--- src/rtl/amc_pkg.sv ---
package amc_pkg;

  // Context captured when a bus cycle opens.
  typedef struct packed {
    logic pf;    // prefetch: ends on rdy with xfer_last
    logic io;    // I/O write: fast recognition on completion
    logic mask;  // bit-20 mask frozen for the cycle
  } cyc_ctx_t;

  // Mask a fresh lookup would use: recognized request, except on invalidation.
  function automatic logic lookup_mask(input logic recog, input logic inval);
    return recog & ~inval;
  endfunction

  // Completion of an open cycle.
  function automatic logic cycle_done(input logic open, input logic ready,
                                      input logic pf, input logic last);
    return open & ready & (~pf | last);
  endfunction

endpackage

--- src/rtl/amc_req_pipe.sv ---
module amc_req_pipe #(
  parameter int unsigned SYNC_STAGES = 2,
  parameter int unsigned LATENCY     = 4
) (
  input  logic clk,
  input  logic rst,
  input  logic req_n,
  input  logic fast_load,
  output logic sync_out,
  output logic chain_end,
  output logic recog
);
  localparam int unsigned CHAIN = LATENCY - 1;

  logic [CHAIN-1:0] chain;

  generate
    if (CHAIN == 1) begin : g_short
      always_ff @(posedge clk) begin
        if (rst) chain <= '0;
        else     chain <= ~req_n;
      end
    end else begin : g_long
      always_ff @(posedge clk) begin
        if (rst) chain <= '0;
        else     chain <= {chain[CHAIN-2:0], ~req_n};
      end
    end
  endgenerate

  assign sync_out  = chain[SYNC_STAGES-1];
  assign chain_end = chain[CHAIN-1];

  always_ff @(posedge clk) begin
    if (rst)            recog <= 1'b0;
    else if (fast_load) recog <= sync_out;
    else                recog <= chain_end;
  end

  AST_PIPE_RESET: assert property (@(posedge clk) rst |=> !recog);
  AST_FAST_ONLY_ON_IO: assert property (@(posedge clk) disable iff (rst)
    (recog != $past(chain_end)) |-> $past(fast_load));

endmodule

--- src/rtl/amc_cycle_track.sv ---
module amc_cycle_track
  import amc_pkg::*;
(
  input  logic clk,
  input  logic rst,
  input  logic strobe,
  input  logic rdy,
  input  logic xfer_last,
  input  logic kind_pf,
  input  logic kind_io,
  input  logic kind_inval,
  input  logic recog,
  output logic in_cyc,
  output logic cyc_start,
  output logic cyc_end,
  output logic io_done,
  output logic eff_mask
);
  cyc_ctx_t ctx;
  logic     fresh_mask;

  assign fresh_mask = lookup_mask(recog, kind_inval);
  assign cyc_start  = strobe & ~in_cyc;
  assign cyc_end    = cycle_done(in_cyc, rdy, ctx.pf, xfer_last);
  assign io_done    = cyc_end & ctx.io;

  always_ff @(posedge clk) begin
    if (rst) begin
      in_cyc <= 1'b0;
      ctx    <= '0;
    end else if (cyc_start) begin
      in_cyc   <= 1'b1;
      ctx.pf   <= kind_pf;
      ctx.io   <= kind_io;
      ctx.mask <= fresh_mask;
    end else if (cyc_end) begin
      in_cyc <= 1'b0;
    end
  end

  always_comb begin
    if (cyc_start)   eff_mask = fresh_mask;
    else if (in_cyc) eff_mask = ctx.mask;
    else             eff_mask = fresh_mask;
  end

  AST_HOLD_MASK: assert property (@(posedge clk) disable iff (rst)
    (in_cyc && !cyc_end) |=> (in_cyc && $stable(eff_mask)));
  AST_PF_SPANS: assert property (@(posedge clk) disable iff (rst)
    (in_cyc && ctx.pf && !xfer_last) |=> in_cyc);
  AST_PLAIN_ENDS: assert property (@(posedge clk) disable iff (rst)
    (in_cyc && !ctx.pf && rdy) |=> !in_cyc);

endmodule

--- src/rtl/amc_addr_apply.sv ---
module amc_addr_apply #(
  parameter int unsigned ADDR_W   = 32,
  parameter int unsigned MASK_BIT = 20
) (
  input  logic [ADDR_W-1:0] addr_in,
  input  logic              mask_on,
  output logic [ADDR_W-1:0] addr_out
);
  localparam logic [ADDR_W-1:0] BIT_SEL = ADDR_W'(1) << MASK_BIT;

  function automatic logic [ADDR_W-1:0] force_low(input logic [ADDR_W-1:0] a,
                                                  input logic en);
    return en ? (a & ~BIT_SEL) : a;
  endfunction

  assign addr_out = force_low(addr_in, mask_on);

endmodule

--- src/rtl/addr_mask_ctrl.sv ---
module addr_mask_ctrl #(
  parameter int unsigned ADDR_W      = 32,
  parameter int unsigned MASK_BIT    = 20,
  parameter int unsigned SYNC_STAGES = 2,
  parameter int unsigned LATENCY     = 4
) (
  input  logic              clk,
  input  logic              rst,
  input  logic              mask_req_n,
  input  logic              addr_strobe,
  input  logic              cyc_prefetch,
  input  logic              cyc_inval,
  input  logic              cyc_iowr,
  input  logic              xfer_last,
  input  logic              rdy,
  input  logic [ADDR_W-1:0] addr_in,
  output logic [ADDR_W-1:0] addr_out,
  output logic              mask_eff
);
  localparam logic [ADDR_W-1:0] KEEP = ~(ADDR_W'(1) << MASK_BIT);

  logic sync_out, chain_end, recog;
  logic in_cyc, cyc_start, cyc_end, io_done;

  amc_req_pipe #(.SYNC_STAGES(SYNC_STAGES), .LATENCY(LATENCY)) u_pipe (
    .clk(clk), .rst(rst), .req_n(mask_req_n), .fast_load(io_done),
    .sync_out(sync_out), .chain_end(chain_end), .recog(recog)
  );

  amc_cycle_track u_track (
    .clk(clk), .rst(rst), .strobe(addr_strobe), .rdy(rdy),
    .xfer_last(xfer_last), .kind_pf(cyc_prefetch), .kind_io(cyc_iowr),
    .kind_inval(cyc_inval), .recog(recog), .in_cyc(in_cyc),
    .cyc_start(cyc_start), .cyc_end(cyc_end), .io_done(io_done),
    .eff_mask(mask_eff)
  );

  amc_addr_apply #(.ADDR_W(ADDR_W), .MASK_BIT(MASK_BIT)) u_apply (
    .addr_in(addr_in), .mask_on(mask_eff), .addr_out(addr_out)
  );

  AST_BIT_ONLY: assert property (@(posedge clk) disable iff (rst)
    (addr_out & KEEP) == (addr_in & KEEP));
  AST_MASK_CLEARS: assert property (@(posedge clk) disable iff (rst)
    mask_eff |-> !addr_out[MASK_BIT]);
  AST_INVAL_PASS: assert property (@(posedge clk) disable iff (rst)
    (cyc_start && cyc_inval) |-> (addr_out[MASK_BIT] == addr_in[MASK_BIT]));

endmodule

--- config.mk ---
export PLATFORM = sky130hd
export DESIGN_NAME = addr_mask_ctrl
export DESIGN_NICKNAME = d
export VERILOG_FILES = /design/src/rtl/amc_pkg.sv /design/src/rtl/amc_req_pipe.sv /design/src/rtl/amc_cycle_track.sv /design/src/rtl/amc_addr_apply.sv /design/src/rtl/addr_mask_ctrl.sv
export SDC_FILE = /design/constraint.sdc
export NUM_CORES = 1
export LEC_CHECK = 0
export BUFFER_PORTS_ARGS = -buffer_cell sky130_fd_sc_hd__buf_2
export CORE_MARGIN = 10
export CORE_UTILIZATION = 30
export CTS_BUF_LIST = sky130_fd_sc_hd__clkbuf_4 sky130_fd_sc_hd__clkbuf_8 sky130_fd_sc_hd__clkbuf_16
export DETAILED_ROUTE_END_ITERATION = 12
export PLACE_DENSITY = 0.85
export SETUP_SLACK_MARGIN = 0.02
export SYNTH_ARGS = -nofsm -noshare
export SYNTH_HDL_FRONTEND = slang
export SYNTH_HIERARCHICAL = 1
export SYNTH_SLANG_ARGS = --single-unit
--- constraint.sdc ---
create_clock -name clk -period 1.4 [get_ports clk]
set_clock_uncertainty 0.1 [all_clocks]
set_input_delay 0.07 -clock clk [delete_from_list [all_inputs] [get_ports clk]]
set_output_delay 0.07 -clock clk [all_outputs]
set_load 0.1 [all_outputs]
==> metrics.txt <==
Die ar. ~3900 sq um; shortest clock period the worst path allows after layout around 1.3 ns; type of the worst setup path in -> reg; critical path cell sequence dlygate4sd3_1 -> buf_2 -> nor2_1 -> dlygate4sd3_1; depth of the CTS H-tree 1; most frequent cells in the layout 9 x sky130_fd_sc_hd__buf_2, 8 x sky130_fd_sc_hd__dfxtp_1, 5 x sky130_fd_sc_hd__nor2_1, 4 x sky130_fd_sc_hd__dlygate4sd3_1; LEAKAGE 0.215 nW; final clock period utilization by the worst path 94.6%; RSZ-0062 raised after global routing false; fillers 194; share of post-route cells with drive strength above 1 a little under two fifths; clock insertion delay at the later pin of the skew report 0.25 ns; via count of the routed design 290; Post-CTS Setup Bufs 0; number of instances resized during post-cts repair 0; Post-synth top flop sky130_fd_sc_hd__dfxtp_1; number of synthesized flops with an enable pin 0; maximum number of pins on one net before global-route repair 9; met2 usage under 10%; final setup violation count 0; die extent in x about 63 um; type of element capturing the critical path flop; met3 Use GR under 10%; total negative setup slack 0 ns; critical path arrival 1.36 ns; total routing resource utilization after global routing 4.41%; met1 usage 2.90%; starting density of the core between 30% and 40%; slew at the pin closest to its max-slew limit 0.330 ns; Required @ worst endpoint 1.44 ns; Worst Hold Margin 0.000999 ns; number of library cell types mapped by synthesis 16; weighted congestion at the end of routability-driven global placement 0.607; post-route DRC violation count 0; pre-CTS WS 0.141 ns; max-slew violation count 0; wire length of the first global-routing pass 1340 um; relative contribution of sequential cells to total power approximately half; critical path peak fanout 8; utilization after layout between 20% and 30%; Layout Nets 92; area inside the core boundary 1730 sq um; result of the run finished clean; mean post-synth cell area 8.72 sq um; critical-path cell with the highest stage delay sky130_fd_sc_hd__dlygate4sd3_1; clk root buf sky130_fd_sc_hd__clkbuf_4; first-pass detailed-route iteration total 2; ratio of routed vias to standard cells 3.92; Max-Slew Margin vs Limit 78.0%; antenna violations before repair 0; post-synth net total 104; TritonCTS clock tree yes; synthesis-stage register bit count 8; fraction of synthesis flops using an asynchronous set or reset pin 0%; number of top-level pins 74; Detailed Route Iter0 Violations 3; total internal power 0.373 mW; Highest Clock Rate approximately 760 MHz; die height 62.8 um; nature of the critical path startpoint input pin; multi-input gate area in the final layout 149 sq um; clock input transition at the sequential cells of the worst setup and hold paths 0.05 ns; vias in the first global route 300; Min-Delay Path Class in -> reg; switching power of the nets 0.112 mW; Max Cap Violations 0; most common cell after layout, fill and taps aside sky130_fd_sc_hd__buf_2; number of warning messages in the yosys log 6; proportion of netlist area held by the largest area contributor 42.4%; maximum root-to-sink buffer count 2; number of port buffers 11; estimated wirelength of the detail-placed design ~700 um; DRT Wirelength approximately 820 um; clk sink count 8; floorplan row count 15; grt total ovfl 0; final worst setup slack 0.0762 ns; maximum cell stage delay along the critical path 0.54 ns; peak-usage layer in the global routing report met2; number of routed nets with antenna violations 0; Netlist Area Pre-Place 549 sq um; proportion of synthesized chip area in sequential cells 29.2%; n_diodes 0; hold violation total from the final report 0; Clk network pwr share 34.8%; register area 160 sq um; cell type with the highest aggregate area in the netlist sky130_fd_sc_hd__buf_4; top cells by area in the synthesized netlist sky130_fd_sc_hd__buf_4 42%, sky130_fd_sc_hd__dfxtp_1 29%, sky130_fd_sc_hd__mux2i_1 5.5%; ratio of total power to cell area 978 nW/um^2; cell type with the highest occurrence count on the critical path sky130_fd_sc_hd__dlygate4sd3_1; Max IR drop VDD 505 uV; Sw Ratio roughly 23%; part of the power in combinational logic between 10% and 20%; synthesized netlist cell count 63; cts bufs inserted 3; Area growth syn-to-layout -9.80%; final routed wire length divided by cell count around 11 um
==> per-stage QoR <==
stage | cells | cell area [sq um] | total power, mW
2_1_floorplan | 63 | 561 | 0.707
3_3_place_gp | 67 | 433 | 0.311
3_5_place_dp | 67 | 433 | 0.313
4_1_cts | 74 | 495 | 0.495
5_1_grt | 74 | 495 | 0.521
6_report | 74 | 495 | 0.485
==> state kept, by name (all words and copies together), names as in the netlist <==
register        cells
u_pipe/recog        1
u_track/ctx         3
u_pipe/chain        3
u_track/in_cyc      1
==> cell usage after synthesis (2+ instances only) <==
library cell,n
sky130_fd_sc_hd__buf_4,31
sky130_fd_sc_hd__dfxtp_1,8
sky130_fd_sc_hd__inv_1,2
sky130_fd_sc_hd__mux2i_1,3
sky130_fd_sc_hd__nand2_1,2
sky130_fd_sc_hd__nor2_1,5
sky130_fd_sc_hd__nor2b_1,3
==> kinds of logic after synthesis <==
group | after synthesis | share of synthesized area [%]
AO/OA/AOI/OAI | 2 | 1.82
buffers and inverters | 34 | 45.8
flip-flops | 8 | 29.2
multiplexers | 4 | 8.20
AND/OR/NAND/NOR | 15 | 15.0
==> power groups by stage <==
stage,Clock (mW),Combinational [mW],Sequential (mW)
final,0.169,0.0709,0.245
after global routing,0.198,0.0761,0.246
after CTS,0.178,0.0721,0.245
after detailed placement,0,0.0634,0.250
after global placement,0,0.0617,0.249
after floorplan,0,0.459,0.248
==> layer usage <==
| metal | up-vias | part of all wire [%] |
|---|---|---|
| li1 | 137 | - |
| met1 | 121 | 32 |
| met2 | 30 | 50 |
| met3 | 2 | 18 |
| met4 | 0 | 0.61 |
| met5 | - | 0 |
==> worst paths after layout <==
kind	slack, ns	depth (start not counted)	to	startpoint
min	0.001	3	u_track/ctx[1]	cyc_iowr
max reg2reg	0.15	5	u_pipe/recog	u_track/in_cyc
max	0.08	4	u_pipe/chain[0]	rst
min reg2reg	0.35	1	u_pipe/chain[1]	u_pipe/chain[0]
==> critical path, delay by kind of cell <==
| family | cells | cell delay, ns |
|---|---|---|
| and+or+nand+nor | 1 | 0.05 |
| buffers and inverters | 3 | 1.24 |
==> cell type report <==
class | count | area share, %
repair buffers | 15 | 25.3
multi-input cells | 21 | 30.1
well taps | 25 | 6.31
inverters | 2 | 1.52
flip-flops and latches | 8 | 32.3
clock buffers | 3 | 4.55
==> timing repair <==
action,CTS,global route
hold endpoints to repair,6,0
endpoints found under the setup margin,0,0
hold buffers,4,0
No activity file was read; power rests on OpenSTA's default activity.
